### src/rtl/pwm_shared_pkg.sv
package pwm_shared_pkg;
  parameter int SCALE_W = 4;
  parameter int CMP_W   = 16;
  parameter int CNT_W   = CMP_W + (1 << SCALE_W) - 1;
  parameter int ADDR_W  = 8;
  parameter int DATA_W  = 32;
  parameter int RUN_BIT = 12;
  parameter int IP_LSB  = 28;

  localparam logic [ADDR_W-1:0] ADDR_CFG  = 8'h00;
  localparam logic [ADDR_W-1:0] ADDR_CNT  = 8'h08;
  localparam logic [ADDR_W-1:0] ADDR_SCL  = 8'h10;
  localparam logic [ADDR_W-1:0] ADDR_CMP0 = 8'h20;

  typedef struct packed {
    logic               cntLoad;
    logic               runEn;
    logic [SCALE_W-1:0] scale;
    logic [CNT_W-1:0]   loadVal;
  } ctrlStrobe_t;
endpackage

### src/rtl/pwm_shared_dpath.sv
module pwm_shared_dpath
  import pwm_shared_pkg::*;
#(
  parameter int NCH = 4
) (
  input  logic                          clk,
  input  logic                          rstN,
  input  ctrlStrobe_t                   strobe,
  input  logic [NCH-1:0][CMP_W-1:0]     cmpVals,
  output logic [CNT_W-1:0]              counter,
  output logic [CMP_W-1:0]              scaled,
  output logic [NCH-1:0]                pwmOut,
  output logic [NCH-1:0]                riseEvt
);
  logic [CNT_W-1:0] periodMask;
  logic [CNT_W-1:0] cntNext;
  logic [NCH-1:0]   cmpNow;

  // low (16+scale) bits set
  assign periodMask = ~({CNT_W{1'b1}} << (CMP_W + 32'(strobe.scale)));
  assign scaled     = CMP_W'(counter >> strobe.scale);

  always_comb begin
    if (strobe.cntLoad)    cntNext = strobe.loadVal;
    else if (strobe.runEn) cntNext = (counter + 1'b1) & periodMask;
    else                   cntNext = counter;
  end

  always_ff @(posedge clk or negedge rstN) begin
    if (!rstN) counter <= '0;
    else       counter <= cntNext;
  end

  for (genvar n = 0; n < NCH; n++) begin : gChan
    assign cmpNow[n] = (scaled >= cmpVals[n]);

    always_ff @(posedge clk or negedge rstN) begin
      if (!rstN) pwmOut[n] <= 1'b0;
      else       pwmOut[n] <= cmpNow[n];
    end

    assign riseEvt[n] = cmpNow[n] & ~pwmOut[n];

    AST_ZERO_CMP_HIGH: assert property (@(posedge clk) disable iff (!rstN)
      (cmpVals[n] == '0) |=> pwmOut[n]);
  end

  AST_CNT_HOLD: assert property (@(posedge clk) disable iff (!rstN)
    (!strobe.runEn && !strobe.cntLoad) |=> $stable(counter));
  AST_CNT_LOAD: assert property (@(posedge clk) disable iff (!rstN)
    strobe.cntLoad |=> (counter == $past(strobe.loadVal)));
  AST_CNT_STEP: assert property (@(posedge clk) disable iff (!rstN)
    (strobe.runEn && !strobe.cntLoad && (counter < periodMask))
      |=> (counter == $past(counter) + 1'b1));
  AST_CNT_WRAP: assert property (@(posedge clk) disable iff (!rstN)
    (strobe.runEn && !strobe.cntLoad && ((counter & periodMask) == periodMask))
      |=> (counter == '0));
endmodule

### src/rtl/pwm_shared_ctrl.sv
module pwm_shared_ctrl
  import pwm_shared_pkg::*;
#(
  parameter int NCH = 4
) (
  input  logic                      clk,
  input  logic                      rstN,
  input  logic                      busSel,
  input  logic                      busWrite,
  input  logic [ADDR_W-1:0]         busAddr,
  input  logic [DATA_W-1:0]         busWdata,
  input  logic [CNT_W-1:0]          counter,
  input  logic [CMP_W-1:0]          scaled,
  input  logic [NCH-1:0]            riseEvt,
  output ctrlStrobe_t               strobe,
  output logic [NCH-1:0][CMP_W-1:0] cmpVals,
  output logic [DATA_W-1:0]         busRdata,
  output logic [NCH-1:0]            irqPend
);
  localparam int CMP_STRIDE = 4;

  logic [SCALE_W-1:0] scaleQ;
  logic               runQ;
  logic [NCH-1:0]     ipQ;
  logic               wrEn;
  logic               cfgWr;
  logic               cntWr;
  logic [NCH-1:0]     cmpWr;

  assign wrEn  = busSel & busWrite;
  assign cfgWr = wrEn & (busAddr == ADDR_CFG);
  assign cntWr = wrEn & (busAddr == ADDR_CNT);

  always_ff @(posedge clk or negedge rstN) begin
    if (!rstN) begin
      scaleQ <= '0;
      runQ   <= 1'b0;
    end else if (cfgWr) begin
      scaleQ <= busWdata[SCALE_W-1:0];
      runQ   <= busWdata[RUN_BIT];
    end
  end

  for (genvar n = 0; n < NCH; n++) begin : gChan
    assign cmpWr[n] = wrEn &
      (busAddr == ADDR_CMP0 + ADDR_W'(CMP_STRIDE * n));

    always_ff @(posedge clk or negedge rstN) begin
      if (!rstN)         cmpVals[n] <= '0;
      else if (cmpWr[n]) cmpVals[n] <= busWdata[CMP_W-1:0];
    end

    // hardware set wins over a software write in the same cycle
    always_ff @(posedge clk or negedge rstN) begin
      if (!rstN)                     ipQ[n] <= 1'b0;
      else if (riseEvt[n] && runQ)   ipQ[n] <= 1'b1;
      else if (cfgWr)                ipQ[n] <= busWdata[IP_LSB+n];
    end

    AST_IP_NEEDS_RUN: assert property (@(posedge clk) disable iff (!rstN)
      ($rose(ipQ[n]) && !$past(cfgWr)) |-> $past(runQ));
    AST_IP_ACK: assert property (@(posedge clk) disable iff (!rstN)
      (cfgWr && !busWdata[IP_LSB+n] && !riseEvt[n]) |=> !ipQ[n]);
  end

  assign strobe.cntLoad = cntWr;
  assign strobe.runEn   = runQ;
  assign strobe.scale   = scaleQ;
  assign strobe.loadVal = busWdata[CNT_W-1:0];
  assign irqPend        = ipQ;

  always_comb begin
    busRdata = '0;
    if (busAddr == ADDR_CFG) begin
      busRdata[SCALE_W-1:0] = scaleQ;
      busRdata[RUN_BIT]     = runQ;
      for (int n = 0; n < NCH; n++) busRdata[IP_LSB+n] = ipQ[n];
    end else if (busAddr == ADDR_CNT) begin
      busRdata[CNT_W-1:0] = counter;
    end else if (busAddr == ADDR_SCL) begin
      busRdata[CMP_W-1:0] = scaled;
    end else begin
      for (int n = 0; n < NCH; n++)
        if (busAddr == ADDR_CMP0 + ADDR_W'(CMP_STRIDE * n))
          busRdata[CMP_W-1:0] = cmpVals[n];
    end
  end

  AST_SCL_WRITE_INERT: assert property (@(posedge clk) disable iff (!rstN)
    (wrEn && busAddr == ADDR_SCL) |=> ($stable(cmpVals) && $stable(scaleQ) && $stable(runQ)));
endmodule

### src/rtl/pwm_shared_period.sv
module pwm_shared_period
  import pwm_shared_pkg::*;
#(
  parameter int NCH = 4
) (
  input  logic              clk,
  input  logic              rstN,
  input  logic              busSel,
  input  logic              busWrite,
  input  logic [ADDR_W-1:0] busAddr,
  input  logic [DATA_W-1:0] busWdata,
  output logic [DATA_W-1:0] busRdata,
  output logic [NCH-1:0]    pwmOut,
  output logic [NCH-1:0]    irqPend
);
  ctrlStrobe_t               strobe;
  logic [NCH-1:0][CMP_W-1:0] cmpVals;
  logic [CNT_W-1:0]          counter;
  logic [CMP_W-1:0]          scaled;
  logic [NCH-1:0]            riseEvt;

  pwm_shared_ctrl #(.NCH(NCH)) uCtrl (
    .clk(clk), .rstN(rstN), .busSel(busSel), .busWrite(busWrite),
    .busAddr(busAddr), .busWdata(busWdata), .counter(counter),
    .scaled(scaled), .riseEvt(riseEvt), .strobe(strobe),
    .cmpVals(cmpVals), .busRdata(busRdata), .irqPend(irqPend)
  );

  pwm_shared_dpath #(.NCH(NCH)) uDpath (
    .clk(clk), .rstN(rstN), .strobe(strobe), .cmpVals(cmpVals),
    .counter(counter), .scaled(scaled), .pwmOut(pwmOut), .riseEvt(riseEvt)
  );
endmodule

### config.mk
export PLATFORM = sky130hd
export DESIGN_NAME = pwm_shared_period
export DESIGN_NICKNAME = d
export VERILOG_FILES = /design/src/rtl/pwm_shared_pkg.sv /design/src/rtl/pwm_shared_dpath.sv /design/src/rtl/pwm_shared_ctrl.sv /design/src/rtl/pwm_shared_period.sv
export SDC_FILE = /design/constraint.sdc
export NUM_CORES = 1
export LEC_CHECK = 0
export BUFFER_PORTS_ARGS = -buffer_cell sky130_fd_sc_hd__buf_2
export CAP_MARGIN = 5
export CORE_MARGIN = 2
export CORE_UTILIZATION = 42
export CTS_BUF_LIST = sky130_fd_sc_hd__clkbuf_16
export CTS_CLUSTER_DIAMETER = 60
export DETAILED_ROUTE_END_ITERATION = 7
export HOLD_SLACK_MARGIN = 0.02
export PLACE_DENSITY_LB_ADDON = 0.08
export SLEW_MARGIN = 40
export SYNTH_ARGS = -nofsm -noshare
export SYNTH_HDL_FRONTEND = slang
export SYNTH_SLANG_ARGS = --single-unit
### constraint.sdc
create_clock -name clk -period 2.9 [get_ports clk]
set_input_delay 0.58 -clock clk [delete_from_list [all_inputs] [get_ports clk]]
set_output_delay 0.58 -clock clk [all_outputs]
set_load 0.03 [all_outputs]
# [Word-level counts from Yosys, hierarchy flattened]
# Index checks and enable logic that the tools add are counted.
[classes] n_mux=23 n_eq_ne=6 reduce_logical=10 addsub=2 shifts=2 n_lt_le_gt_ge=4 n_bitwise=17
[ops] op="$mux W16" count=6
[ops] op="$ge A16 B16 Y1" count=4
[ops] op="$mux W31" count=2
[ops] op="$eq A8 B6 Y1 const B" count=4
[ops] op="$shl A31 B32 Y31 const A" count=1
[ops] op="$add A31 B1 Y31 const B" count=1
[ops] op="$and A31 B31 Y31" count=1
[ops] op="$not A31 Y31" count=1
[ops] op="$shr A31 B4 Y16" count=1
[ops] op="$mux W15" count=2
[ops] op="$and A1 B1 Y1" count=11
[ops] op="$mux W1" count=10
[ops] op="$reduce_bool A2 Y1" count=5
[ops] op="$eq A8 B4 Y1 const B" count=1
[ops] op="$eq A8 B5 Y1 const B" count=1
[ops] op="$logic_not A8 Y1" count=1
[ops] op="$mux W8" count=1
[ops] op="$add A5 B4 Y6 const A" count=1
[ops] op="$logic_and A1 B1 Y1" count=4
[ops] op="$mux W4" count=1
[ops] op="$not A1 Y1" count=4
[ops] op="$mux W3" count=1
[word_totals] input_bits=44 register_bits=108 elab_cells=79 out_inout_bits=40

# [Longest topological paths before layout]
# Gate-level depths: netlist of run 1.
[logic_depth] ltp_word=8 depth_mapped=14 mapped_depth_nobuf=11

# [Cells and area by module]
# Synthesis of run 1 repeated with hierarchy kept, for this count alone.
[unflattened] hier_cells=977 area_unflattened_um2=9014.9
[by_module_without_submodules] module="pwm_shared_dpath" area_each_um2=4834.6 seq_area_each_um2=875.8 cells_each=601 n_inst=1
[by_module_without_submodules] module="pwm_shared_ctrl" area_each_um2=4180.3 seq_area_each_um2=1826.8 cells_each=376 n_inst=1

# [Least setup slack after synthesis of run 1]
# OpenSTA, ideal clock, no wires.
[synth_timing] kind="input -> output" start="in busAddr[4]" end="out busRdata[3]" arrival_time_ns=3.087 path_slack_ns=-0.767 stages=7 t_required_ns=2.320 n_path_buf=2 path_cell_list="nor3_1 -> and3_1 -> buf_2 -> and3_1 -> clkbuf_1 -> a221oi_1 -> a2111oi_0"
[synth_via] elab_chain_cells=8 elab_cells_between_ends=14 classes_between="6 x eq/ne; 7 x mux; 1 x reduce/logical"
[synth_lines] item="start: declaration" line_no="pwm_shared_period.sv:10" source="input logic [ADDR_W-1:0] busAddr,"
[synth_lines] item="$eq A8 B6 Y1" line_no="pwm_shared_ctrl.sv:84" source="if (busAddr == ADDR_CMP0 + ADDR_W'(CMP_STRIDE * n))"
[synth_lines] item="$mux W16 (4 in a row)" line_no="pwm_shared_ctrl.sv:84"
[synth_lines] item="$mux W16" line_no="pwm_shared_ctrl.sv:80" source="end else if (busAddr == ADDR_SCL) begin"
[synth_lines] item="$mux W16" line_no="pwm_shared_ctrl.sv:78" source="end else if (busAddr == ADDR_CNT) begin"
[synth_lines] item="$mux W4 *" line_no="pwm_shared_ctrl.sv:74" source="if (busAddr == ADDR_CFG) begin"
[synth_lines] item="end: declaration" line_no="pwm_shared_period.sv:12" source="output logic [DATA_W-1:0] busRdata,"
# Mark *: on every way between the ends. The rest lies on a longest branch, timed or not.

# [Worst setup path in the final report of run 1]
[layout_timing] start="reg uCtrl.scaleQ[0]" end="out busRdata[11]"
[layout_via] elab_chain_cells=4
[layout_lines] item="start: declaration" line_no="pwm_shared_ctrl.sv:22" source="logic [SCALE_W-1:0] scaleQ;"
[layout_lines] item="start signal: assignment" line_no="pwm_shared_ctrl.sv:39" source="scaleQ <= busWdata[SCALE_W-1:0];"
[layout_lines] item="$shr A31 B4 Y16" line_no="pwm_shared_dpath.sv:21" source="assign scaled = CMP_W'(counter >> strobe.scale);"
[layout_lines] item="$mux W16" line_no="pwm_shared_ctrl.sv:80"
[layout_lines] item="$mux W16" line_no="pwm_shared_ctrl.sv:78"
[layout_lines] item="$mux W8" line_no="pwm_shared_ctrl.sv:74"
# No other way between the ends.

==> impl_metrics.tcl, run 1 <==
set metrics [dict create \
    status "finished, violations left" \
    failed_checks "setup timing" \
    slew_headroom 0.643 \
    avgRoutedWirePerCell_microns 21.6 \
    peakVddDrop_mv 0.273 \
    crit_required_ns 2.32 \
    drt_wl_total_mm 30.9 \
    grt_antenna_before_repair 0 \
    clk_pin_slew_ns 0.08 \
    cts_root_buffer "clkbuf_16" \
    hold_buffers 0 \
    ff2ff_setup_slack_ns -0.21 \
    dp_hpwl_mm 23.8 \
    antenna_left 0 \
    die_h_microns 148 \
    yosysWarnings 0 \
    final_max_slew_viol_count 0 \
    die_w_microns 148 \
    clk_latency_ns 0.37 \
    reg2reg_from "uCtrl.scaleQ[0]" \
    netlist-cell-type-count 62 \
    post-route-util 0.560 \
    yosysSeqAreaShare 0.311 \
    synthesis.nets 1065 \
    tightest_slew_ns 0.532 \
    final_period_minus_worst_setup_slack_ns 3.24 \
    grt-ovfl-total 0 \
    min_period_over_period 1.12 \
    final_common_cell "buf_4" \
    drt_pass1_iterations 8 \
    drt_iter0_drc 572 \
    setup_ws_ns -0.336 \
    worstPathArrival_ns 2.66 \
    netlist_instances 956 \
    cts_tree "built" \
    gp_congestion 0.938 \
    cts_sinks 108 \
    hold_ws_ns 0.163 \
    grt_use_total 0.288 \
    dieArea_sq_mm 0.0219 \
    p_sw_frac 0.386 \
    maxCapViolCount 0 \
    end_kind "output pin" \
    ff2ff_path_depth 15 \
    synth.cell_area_sq_mm 0.00869 \
    pre_cts_ws_ns -0.360 \
    design_area_sq_mm 0.0114 \
    drc 0 \
    mostFrequentLayoutCells "159 x buf_4, 106 x dfrtp_1, 105 x nand2_1" \
    critPathKind "register to output pin" \
    cts_buffer_depth 2 \
    drive_above_1_share 0.376 \
    synthFlopType "dfrtp_1" \
    hold_viol 0 \
    min_path_type "input pin to asynchronous set/reset pin" \
    dr_total_vias 8212 \
    power_frac_comb 0.419 \
    crit_start "uCtrl.scaleQ[0]" \
    seqPwrFrac 0.340 \
    rsz0062_at_grt "true" \
    max_freq_mhz 309 \
    timing.rr.end "uCtrl.irqPend[0]" \
    place_area_sq_mm 0.0103 \
    worstPathMaxFanout 10 \
    cellPowerDensity_mw_per_mm2 471 \
    area_growth_pct 30.8 \
    coreArea_sq_mm 0.0203 \
    p_leak_nw 5.16 \
    grt_pass1_vias 8290 \
    final_nets 1266 \
    switchingPower_mw 2.06 \
    diodes 0 \
    nFillCells 1911 \
    row_count 52 \
    synth-seq-cells 108 \
    power.internal_mw 3.29 \
    clock_power_share 0.241 \
    h-tree-depth 3 \
    cp-start-kind "register" \
    syn_area_per_cell_sq_um 9.09 \
    vias_per_cell 5.73 \
    cts-buffers-inserted 9 \
    setup_viol 23 \
    synth_edf_count 0 \
    fin_worst_skew_ns 0.0100 \
    io_buffers 83 \
    grt_max_degree 45 \
    ioPinCount 84 \
    initial_core_util 0.428 \
    grt_pass1_wl_mm 47.8 \
    synthArstFlopShare 1.00 \
]
==> worst max path at each step <==
stage	to	slack [ns]
final	busRdata[11]	-0.34
after global routing	busRdata[11]	-0.43
after CTS	busRdata[11]	-0.34
after detailed placement	uCtrl.irqPend[3]	-0.36
after global placement	uCtrl.irqPend[3]	-0.36
after floorplan	busRdata[11]	-0.07
==> power by group through the flow <==
stage / combinational [mW] / sequential (mW) / clock (mW)
2_1_floorplan: 1.17 / 1.82 / 0
5_1_grt: 2.43 / 1.84 / 1.37
4_1_cts: 2.14 / 1.82 / 1.31
3_5_place_dp: 1.97 / 1.84 / 0
6_report: 2.24 / 1.82 / 1.29
3_3_place_gp: 1.94 / 1.84 / 0
==> final cells by class <==
| cell class | count | area (sq um) | area share |
|---|---|---|---|
| multi-input cells | 707 | 5710 | 0.503 |
| clock buffers | 9 | 225 | 0.0198 |
| clock inverters | 7 | 66.3 | 0.00583 |
| well taps | 270 | 338 | 0.0297 |
| flip-flops and latches | 108 | 2710 | 0.238 |
| repair buffers | 256 | 2040 | 0.179 |
| inverters | 75 | 282 | 0.0248 |
==> what timing repair did <==
action,4_1_cts,5_1_grt
gates resized for setup,122,42
pin swaps,28,11
endpoints found under the setup margin,24,38
setup buffers,23,2
cloned,2,0
==> synth_stat cells (3+ instances only) <==
cell type	n	area, sq um
o22ai_1	3	18.8
o21a_1	4	30.0
o21ai_0	94	470
clkbuf_1	29	109
mux2i_1	21	210
a211oi_1	11	82.6
nand4_1	18	113
nand2_1	116	435
xnor2_1	8	70.1
nor4_1	4	25.0
and3_1	9	56.3
mux4_1	3	78.8
buf_4	3	22.5
clkbuf_8	11	151
mux2_2	53	597
a22o_1	7	61.3
nor3_1	20	100
and2_1	14	87.6
or4_1	6	45.0
o211ai_1	4	30.0
a21o_1	7	52.6
nand3_1	24	120
a211o_1	7	61.3
xor2_1	10	87.6
or3_1	5	31.3
a21oi_1	42	210
buf_2	18	90.1
a31oi_1	15	93.8
nand2b_1	6	37.5
inv_1	73	274
ha_1	65	813
mux4_2	25	563
nor2_1	60	225
dfrtp_1	108	2700
a222oi_1	13	130
==> layer usage <==
layer / GRT usage / up-vias / part of all wire
met3: 0.0358 / 55 / 0.043
met2: 0.475 / 254 / 0.47
met5: 0 / - / 0
li1: - / 3876 / -
met1: 0.390 / 4027 / 0.45
met4: 0.110 / 0 / 0.035
==> metrics by stage <==
stage          power (mW)  cells  setup TNS [ns]
2_1_floorplan        2.98    956          -0.368
3_3_place_gp         3.78   1391           -3.20
3_5_place_dp         3.81   1391           -3.44
4_1_cts              5.26   1430           -3.54
5_1_grt              5.64   1432           -5.94
6_report             5.35   1432           -3.98
==> state kept, by name (all words and copies together), names as in the netlist <==
register        cells
uCtrl.irqPend       4
uCtrl.scaleQ        4
uDpath.counter     31
uDpath.pwmOut       4
uCtrl.runQ          1
uCtrl.cmpVals      64
==> cell families after synthesis <==
family	synth area share
AOI/OAI and AO/OA	0.158
adders and majority gates	0.0936
xor gates and xnor gates	0.0181
DFF	0.311
buffers and inverters	0.0822
muxes	0.167
and+or+nand+nor	0.170
==> critical path: stages, from the launching register on <==
cell      delay, ns
dfrtp_2        0.42
buf_12         0.14
buf_4          0.12
mux2_2         0.33
mux4_2         0.51
buf_4          0.16
a222oi_1       0.26
o21ai_1        0.15
buf_4          0.19
No activity file was read; power rests on OpenSTA's default activity.
==> run 2, diff against run 1 <==
--- a/config.mk
+++ b/config.mk
@@ -7,13 +7,15 @@
 export LEC_CHECK = 0
 export BUFFER_PORTS_ARGS = -buffer_cell sky130_fd_sc_hd__buf_2
 export CAP_MARGIN = 5
+export CELL_PAD_IN_SITES_DETAIL_PLACEMENT = 1
+export CELL_PAD_IN_SITES_GLOBAL_PLACEMENT = 2
 export CORE_MARGIN = 2
-export CORE_UTILIZATION = 42
+export CORE_UTILIZATION = 34
 export CTS_BUF_LIST = sky130_fd_sc_hd__clkbuf_16
 export CTS_CLUSTER_DIAMETER = 60
 export DETAILED_ROUTE_END_ITERATION = 7
 export HOLD_SLACK_MARGIN = 0.02
-export PLACE_DENSITY_LB_ADDON = 0.08
+export PLACE_DENSITY_LB_ADDON = 0.1
 export SLEW_MARGIN = 40
 export SYNTH_ARGS = -nofsm -noshare
 export SYNTH_HDL_FRONTEND = slang
==> constraint.sdc (replaced) <==
create_clock -name clk -period 2.9 [get_ports clk]
set_input_delay 0.58 -clock clk [delete_from_list [all_inputs] [get_ports clk]]
set_output_delay 0.58 -clock clk [all_outputs]
set_load 0.05 [all_outputs]
==> run 2 against run 1 <==
Register-to-register slack got worse by 0.12 ns. The run still ends with setup timing left. Total power is 8.2% higher. Flip-flop and latch count is the same. Final cell count increased by 5.7%. Critical path depth is 2 higher. Core utilization is 7.2 points lower. Design area grew 7.8%. Non-clock buffer count increased by 23. Setup slack worse by 0.15 ns. Sequential share of layout area decreased by 1.7 points.
==> impl_metrics.tcl, run 2 (synthesis results as in run 1) <==
set metrics [dict create \
    drt_pass1_iterations 5 \
    critPathKind "register to output pin" \
    mostFrequentLayoutCells "168 x buf_4, 107 x dfrtp_1, 104 x nand2_1" \
    dieArea_sq_mm 0.0269 \
    min_path_type "input pin to asynchronous set/reset pin" \
    peakVddDrop_mv 0.241 \
    cp-start-kind "register" \
    cellPowerDensity_mw_per_mm2 473 \
    p_sw_frac 0.401 \
    failed_checks "setup timing" \
    status "finished, violations left" \
    reg2reg_from "uCtrl.scaleQ[0]" \
    area_growth_pct 41.0 \
    totalPowerFinal_mw 5.79 \
    drt_wl_total_mm 37.5 \
    coreArea_sq_mm 0.0251 \
    cts-buffers-inserted 9 \
    tightest_slew_ns 0.774 \
    cts_buffer_depth 2 \
    grt_pass1_vias 8889 \
    clock_power_share 0.224 \
    min_period_over_period 1.17 \
    vias_per_cell 5.63 \
    rsz0062_at_grt "true" \
    clk_pin_slew_ns 0.10 \
    ioPinCount 84 \
    setup_viol 24 \
    avgRoutedWirePerCell_microns 24.8 \
    drt_iter0_drc 551 \
    drc 0 \
    initial_core_util 0.346 \
    setup-tns-final_ns -8.13 \
    power_frac_comb 0.460 \
    final_period_minus_worst_setup_slack_ns 3.39 \
    ff2ff_path_depth 17 \
    grt_pass1_wl_mm 54.6 \
    row_count 58 \
    clk_latency_ns 0.38 \
    grt-busiest-layer "met2" \
    die_h_microns 164 \
    grt_antenna_before_repair 0 \
    gp_congestion 0.870 \
    h-tree-depth 3 \
    use_met2 0.467 \
    switchingPower_mw 2.32 \
    io_buffers 83 \
    cp_slowest_cell "mux4_2" \
    final_nets 1289 \
    crit_start "uCtrl.scaleQ[0]" \
    cts_root_buffer "clkbuf_16" \
    die_w_microns 164 \
    fin_worst_skew_ns 0.0218 \
    cts_sinks 108 \
    largest_reg_flops 64 \
    dr_total_vias 8526 \
    end_kind "output pin" \
    diodes 0 \
    setup_ws_ns -0.489 \
    slew_headroom 0.483 \
    final_common_cell "buf_4" \
    hold_viol 0 \
    use_met1 0.362 \
    grt_use_total 0.275 \
    nFillCells 2876 \
    slowest_delay_ns 0.56 \
    seqPwrFrac 0.315 \
    max_freq_mhz 295 \
    worstPathMaxFanout 9 \
    grtUsageMet3 0.0285 \
    final_max_slew_viol_count 0 \
    worstPathArrival_ns 2.81 \
    grt-ovfl-total 0 \
    dp_hpwl_mm 27.7 \
    drive_above_1_share 0.451 \
    largest_register "uCtrl.cmpVals" \
    cp_cell_sequence "buf_4 -> buf_6 -> buf_16 -> mux4_2 -> nand2_2 -> nand2_4 -> buf_4 -> a222oi_1 -> o21ai_2 -> buf_6" \
    p_leak_nw 5.32 \
    place_area_sq_mm 0.0105 \
    antenna_left 0 \
    design_area_sq_mm 0.0123 \
    reg_top3 "uCtrl.cmpVals (64), uDpath.counter (31)" \
    crit_required_ns 2.32 \
    cts_tree "built" \
    power.internal_mw 3.47 \
    maxCapViolCount 0 \
    grt_max_degree 45 \
]
run 2: changes by cell type in the layout (fill, tap and decap cells not counted), sizes merged:
cell,delta
buf,+20
inv,-4
clkbuf,+3
clkinv,+3
run 2: area by class of cell:
type	count	area [sq um]	share of cell area
multi-input cells	707	6300	0.514
clock buffers	9	225	0.0184
clock inverters	6	60.1	0.00490
flip-flops and latches	108	2700	0.221
inverters	75	282	0.0230
well taps	330	413	0.0337
repair buffers	279	2270	0.185
run 2: timing repair:
item | 4_1_cts | 5_1_grt
pin swaps | 27 | 66
endpoints found under the setup margin | 28 | 39
hold buffers | 0 | 0
cloned | 2 | 0
resized for setup | 118 | 144
setup buffers | 13 | 24
run 2: stage by stage:
step | util | std cells | hold WS [ns] | setup WS [ns]
6_report | 0.488 | 1514 | 0.245 | -0.489
5_1_grt | 0.488 | 1514 | 0.301 | -0.533
4_1_cts | 0.453 | 1493 | 0.268 | -0.446
3_5_place_dp | 0.418 | 1463 | 0.520 | -0.387
3_3_place_gp | 0.418 | 1463 | 0.508 | -0.368
2_1_floorplan | - | 956 | 0.284 | -0.327
run 2: critical path: cells and delay by family, from the launching register on:
family / cells / cell delay [ns]
flip-flops: 1 / 0.45
multiplexers: 1 / 0.56
buffers and inverters: 5 / 0.69
AND/OR/NAND/NOR: 2 / 0.19
AO/OA/AOI/OAI: 2 / 0.53
run 2: final timing paths:
| path | endpoint | slack, ns |
|---|---|---|
| max in group asynchronous | uCtrl.cmpVals[42] | 1.94 |
| hold / removal | uDpath.counter[5] | 0.25 |
| setup / recovery | busRdata[7] | -0.49 |
| setup reg to reg | uDpath.pwmOut[3] | -0.33 |
| min in group clk | uDpath.counter[23] | 0.43 |
| hold reg to reg | uCtrl.cmpVals[30] | 0.54 |
run 2: layer usage:
| metal | vias to the layer above | share of wire |
|---|---|---|
| li1 | 3901 | - |
| met3 | 76 | 0.033 |
| met4 | 0 | 0.041 |
| met5 | - | 0 |
| met2 | 198 | 0.50 |
| met1 | 4351 | 0.43 |
run 2: power groups by stage:
stage	logic (mW)	clock network [mW]	registers, mW
final	2.67	1.30	1.82
after detailed placement	2.07	0	1.85
after floorplan	1.18	0	1.84
after global routing	2.88	1.37	1.85
after CTS	2.26	1.34	1.82
after global placement	2.01	0	1.85
